$ cat config.mk
export PLATFORM = sky130hd
export DESIGN_NAME = mphy_poll_responder
export DESIGN_NICKNAME = d
export VERILOG_FILES = /design/src/rtl/mphy_poll_pkg.sv /design/src/rtl/addr_match_pipe.sv /design/src/rtl/avail_flag_gen.sv /design/src/rtl/mphy_poll_responder.sv
export SDC_FILE = /design/constraint.sdc
export NUM_CORES = 1
export LEC_CHECK = 0
export ABC_CLOCK_PERIOD_IN_PS = 1750
export BUFFER_PORTS_ARGS = -buffer_cell sky130_fd_sc_hd__buf_2
export CAP_MARGIN = 20
export CORE_AREA = 3 3 40 42
export CTS_BUF_LIST = sky130_fd_sc_hd__clkbuf_2
export CTS_CLUSTER_SIZE = 40
export DETAILED_ROUTE_END_ITERATION = 6
export DIE_AREA = 0 0 43 45
export MAX_ROUTING_LAYER = met4
export PLACE_DENSITY = 0.71
export SLEW_MARGIN = 0
export SYNTH_ARGS = -nofsm -noshare
export SYNTH_HDL_FRONTEND = slang
export SYNTH_HIERARCHICAL = 1
export SYNTH_SLANG_ARGS = --single-unit
$ cat constraint.sdc
create_clock -name clk -period 1.75 [get_ports clk]
set_clock_uncertainty 0.1 [all_clocks]
set_input_delay 0.175 -clock clk [delete_from_list [all_inputs] [get_ports clk]]
set_output_delay 0.175 -clock clk [all_outputs]
set_load 0.02 [all_outputs]
$ cat src/rtl/mphy_poll_pkg.sv
package mphy_poll_pkg;
  localparam int unsigned ADDR_W     = 5;
  localparam int unsigned CNT_W      = 10;
  localparam int unsigned CELL_BYTES = 53;
  localparam int unsigned MAX_LAT    = 2;

  typedef enum logic {
    FMT_CELL = 1'b0,
    FMT_PKT  = 1'b1
  } avail_fmt_e;
endpackage

$ cat src/rtl/addr_match_pipe.sv
module addr_match_pipe
  import mphy_poll_pkg::*;
#(
  parameter int unsigned AW    = ADDR_W,
  parameter int unsigned DEPTH = MAX_LAT
) (
  input  logic          clk,
  input  logic          rst,
  input  logic [AW-1:0] poll_addr,
  input  logic [AW-1:0] my_addr,
  input  logic          level3,
  output logic          drive_en
);
  localparam int unsigned SEL_W = (DEPTH > 1) ? $clog2(DEPTH) : 1;

  logic [DEPTH-1:0] hit_q;
  logic             hit_now;

  assign hit_now = (poll_addr == my_addr);

  generate
    for (genvar s = 0; s < DEPTH; s++) begin : g_stage
      if (s == 0) begin : g_first
        always_ff @(posedge clk) begin
          if (rst) hit_q[0] <= 1'b0;
          else     hit_q[0] <= hit_now;
        end
      end else begin : g_rest
        always_ff @(posedge clk) begin
          if (rst) hit_q[s] <= 1'b0;
          else     hit_q[s] <= hit_q[s-1];
        end
      end
    end
  endgenerate

  logic [SEL_W-1:0] tap;
  assign tap      = level3 ? SEL_W'(DEPTH - 1) : '0;
  assign drive_en = hit_q[tap];
endmodule

$ cat src/rtl/avail_flag_gen.sv
module avail_flag_gen
  import mphy_poll_pkg::*;
#(
  parameter int unsigned CW   = CNT_W,
  parameter int unsigned CELL = CELL_BYTES
) (
  input  logic          clk,
  input  logic          rst,
  input  logic [CW-1:0] fill_count,
  input  avail_fmt_e    fmt,
  input  logic [CW-1:0] byte_thresh,
  output logic          flag_q
);
  localparam logic [CW-1:0] CELL_LIM = CW'(CELL);

  logic [CW-1:0] pkt_lim;
  logic          flag_d;

  always_comb begin
    pkt_lim = (byte_thresh == '0) ? CW'(1) : byte_thresh;
    unique case (fmt)
      FMT_CELL: flag_d = (fill_count >= CELL_LIM);
      FMT_PKT:  flag_d = (fill_count >= pkt_lim);
      default:  flag_d = 1'b0;
    endcase
  end

  always_ff @(posedge clk) begin
    if (rst) flag_q <= 1'b0;
    else     flag_q <= flag_d;
  end
endmodule

$ cat src/rtl/mphy_poll_responder.sv
module mphy_poll_responder
  import mphy_poll_pkg::*;
#(
  parameter int unsigned AW   = ADDR_W,
  parameter int unsigned CW   = CNT_W,
  parameter int unsigned CELL = CELL_BYTES
) (
  input  logic          clk,
  input  logic          rst,
  input  logic [CW-1:0] fill_count,
  input  logic          pkt_mode,
  input  logic          level3,
  input  logic [AW-1:0] my_addr,
  input  logic [AW-1:0] poll_addr,
  input  logic [CW-1:0] byte_thresh,
  output logic          avail,
  output logic          avail_oe
);
  avail_fmt_e fmt;
  logic       flag_q;
  logic       drive_en;

  assign fmt = pkt_mode ? FMT_PKT : FMT_CELL;

  addr_match_pipe #(.AW(AW), .DEPTH(MAX_LAT)) u_match (
    .clk       (clk),
    .rst       (rst),
    .poll_addr (poll_addr),
    .my_addr   (my_addr),
    .level3    (level3),
    .drive_en  (drive_en)
  );

  avail_flag_gen #(.CW(CW), .CELL(CELL)) u_flag (
    .clk         (clk),
    .rst         (rst),
    .fill_count  (fill_count),
    .fmt         (fmt),
    .byte_thresh (byte_thresh),
    .flag_q      (flag_q)
  );

  assign avail_oe = drive_en;
  assign avail    = drive_en & flag_q;
endmodule

==> summary.md <==
| Metric | Value |
|---|---|
| Status | `finished, final reports clean` |
| IO Port Bufs | `35` |
| Synth cell count leaders | `12 x inv_1, 10 x ha_1, 4 x a21oi_1, 4 x xnor2_1, 3 x dfxtp_1` |
| Largest stage delay, worst path | `0.28 ns` |
| CTS tree | `done` |
| Initial DRC Count | `3` |
| DRT met1 WL | `439 um` |
| Hold WC Path Type | `primary input to flop` |
| Antenna Cells | `0` |
| Wire length of the first global-routing pass | `1.794 mm` |
| Worst path arrival time | `1.55 ns` |
| Mapped Area | `450.4 um^2` |
| Post-CTS Setup Inserts | `0` |
| Fillcell total | `135` |
| Area delta synth->final | `48.89%` |
| Hold-critical path endpoint | `u_match/hit_q[0]$_SDFF_PP0_` |
| Worst-Skew Late Latency | `0.20 ns` |
| Crit-path cells | `buf_2 > nor4_2 > a41o_1 > ha_1 > nand2b_1 > a21oi_1 > o311ai_0 > and2_1` |
| Initial antenna violation count | `0` |
| Crit path launch type | `primary input` |
| Total Routing Usage GR | `12.49%` |
| Dpl ws | `-0.06294 ns` |
| Final Cycle Share | `89.15%` |
| Period minus WS final | `1.560 ns` |
| Drt drc | `0` |
| Synth top area cells | `ha_1 28%, dfxtp_1 13%, inv_1 10%` |
| RSZ-0062 raised after global routing | `no` |
| Via count | `516` |
| Worst setup margin | `0.1898 ns` |
| Fin Hold WS | `0.06908 ns` |
| Clk slew on worst S/H paths | `0.05 ns` |
| Rows | `13` |
| Slew @ Worst Pin | `0.2483 ns` |
| Hold Startpoint | `rst` |
| Core area | `0.001285 mm^2` |
| Total die area | `0.001935 mm^2` |
| Main synth FF type | `dfxtp_1` |
| EDFF count, synth | `0` |
| Die span in x | `43 um` |
| Worst Path Required | `1.74 ns` |
| Rel. slew slack | `83.24%` |
| Fmax | `641.0 MHz` |
| Sequential fraction of the synthesis area | `13.33%` |
| CTS root buf | `clkbuf_2` |
| Crit end category | `flop` |
| Layout cell share with drive strength beyond 1 | `45.26%` |
| GRT overflow | `0` |
| Synth Instances | `56` |
| Sink Count | `3` |
| Critical path peak fanout | `2` |
| Vias in the first global route | `477` |
| Via/cell ratio | `4.691` |
| CP delay by family, top | `simple AND/OR/NAND/NOR gates` |
| FF+latch count, synth | `3` |
| Top Layer Used | `met3` |
| HPWL after DPL | `1.008 mm` |
| Maximum root-to-sink buffer count | `2` |
| Yosys warnings | `6` |
| Asr flop ratio synth | `0%` |
| # IOs | `36` |
| Cells on Worst Hold Path | `2` |
| FF-to-FF setup slack | `1.11 ns` |
| Share of the synthesized area in the top cell type | `27.78%` |
| Post-DRT Antenna Nets | `0` |
| Syn nets | `100` |
| Initial core utilization | `35.05%` |
| Tot Pwr | `0.2840 mW` |
| Final Hold Fails | `0` |
| Final Wtd Congestion | `0.7358` |
| Worst reg2reg startpoint | `u_match/hit_q[0]$_SDFF_PP0_` |
| Setup CP Type | `primary input to flop` |
| Max-Cap Viols | `0` |
| Reg2reg path depth | `1` |
| Reg-to-Reg End | `u_match/hit_q[1]$_SDFF_PP0_` |
| Max-slew violation count | `0` |
| CP max-delay cell | `nor4_2` |
| Netlist cell types | `25` |
| Routed WL per cell | `10.11 um` |
| Worst path buffer plus inverter count | `1` |
| VDD IR max | `0.0001716 V` |
| Final-report setup violation count | `0` |
| TritonCTS buffer count | `3` |
| Top cell type by total area after synthesis | `ha_1` |
| H-tree levels | `1` |
| Number of nets in the final layout | `140` |
| Top-count cell post-synth | `inv_1` |
| PD cells | `423.4 mW/mm^2` |
| Pre-antenna DRT Iters | `2` |
| Die Height | `45 um` |
| Routed wl met2 | `519 um` |
| Lkg Pwr | `0.3919 nW` |
| Fin util | `52.19%` |
| Met3 WL | `153 um` |
| Final WL | `1.112 mm` |
| Syn avg cell area | `8.043 um^2` |
| Pin count of the biggest net entering global routing | `4` |
where the power goes:
| part | leakage [nW] | internal (mW) | switching [mW] |
|---|---|---|---|
| clock network | 0.0166 | 0.0603 | 0.0378 |
| registers | 0.0245 | 0.0717 | 0.000654 |
| logic | 0.351 | 0.0635 | 0.0501 |
through the flow:
step	setup TNS (ns)	area (um^2)	std cells
6_report	0	670.6	110
3_3_place_gp	-0.02895	644.4	106
5_1_grt	0	670.6	110
4_1_cts	0	664.4	110
3_5_place_dp	-0.06294	644.4	106
2_1_floorplan	0	450.4	56
what timing repair did:
item                                    in CTS  in global routing
endpoints found under the setup margin       0                  1
hold buffers                                 0                  0
gates resized for setup                      0                  1
how the worst max path moves through the flow:
stage | slack [ns] | startpoint | endpoint | depth (start not counted)
6_report | 0.19 | byte_thresh[5] | u_flag/flag_q$_SDFF_PP0_ | 8
5_1_grt | 0.07 | byte_thresh[5] | u_flag/flag_q$_SDFF_PP0_ | 8
3_3_place_gp | -0.03 | byte_thresh[5] | u_flag/flag_q$_SDFF_PP0_ | 8
3_5_place_dp | -0.06 | byte_thresh[5] | u_flag/flag_q$_SDFF_PP0_ | 8
2_1_floorplan | 0.19 | byte_thresh[5] | u_flag/flag_q$_SDFF_PP0_ | 7
4_1_cts | 0.14 | byte_thresh[5] | u_flag/flag_q$_SDFF_PP0_ | 8
state kept, by name, summed over array words and instances (netlist names):
signal / cells
u_flag/flag_q: 1
u_match/hit_q: 2
cells by family after synthesis:
kind of cell / count (synthesis) / share of synthesized area, %
AOI/OAI and AO/OA: 11 / 18.06
xor gates and xnor gates: 5 / 9.722
adders and majority gates: 10 / 27.78
buffers and inverters: 12 / 9.999
DFF: 3 / 13.33
muxes: 1 / 2.500
and+or+nand+nor: 14 / 18.61
area by class of cell:
type	count	area, um^2	area share (%)
Multi-Input combinational cell	41	351.6	52.43
Inverter	12	45.04	6.716
Sequential cell	3	60.06	8.955
Timing Repair Buffer	35	175.2	26.12
Tap cell	15	18.77	2.799
Clock buffer	4	20.02	2.985
routing by layer:
metal / global-route usage [%] / vias up
li1: - / 275
met5: - / -
met3: 5.976 / 0
met1: 13.64 / 214
met2: 21.26 / 27
met4: 1.807 / 0
cell usage in the layout, fill, tap and decap left out:
cell type	Yosys	routed
a21o_1	1	1
nand2_1	1	1
o211ai_1	1	1
xnor2_1	4	4
a21oi_1	4	4
a221oi_1	1	1
or4_1	1	1
nor2b_1	1	1
buf_2	0	35
dfxtp_1	3	3
nand3_1	2	2
nor4_2	0	1
mux2_2	1	1
ha_1	10	10
a41o_1	1	1
clkbuf_2	0	4
xor2_1	1	1
nor3_2	1	1
o221a_2	1	1
nor3_1	1	1
nand2b_1	2	2
inv_1	12	12
o311ai_0	1	1
nand4_1	1	1
nor2_1	1	1
o21a_1	1	1
and2_1	2	2
Power figures use the tool's default switching activity.
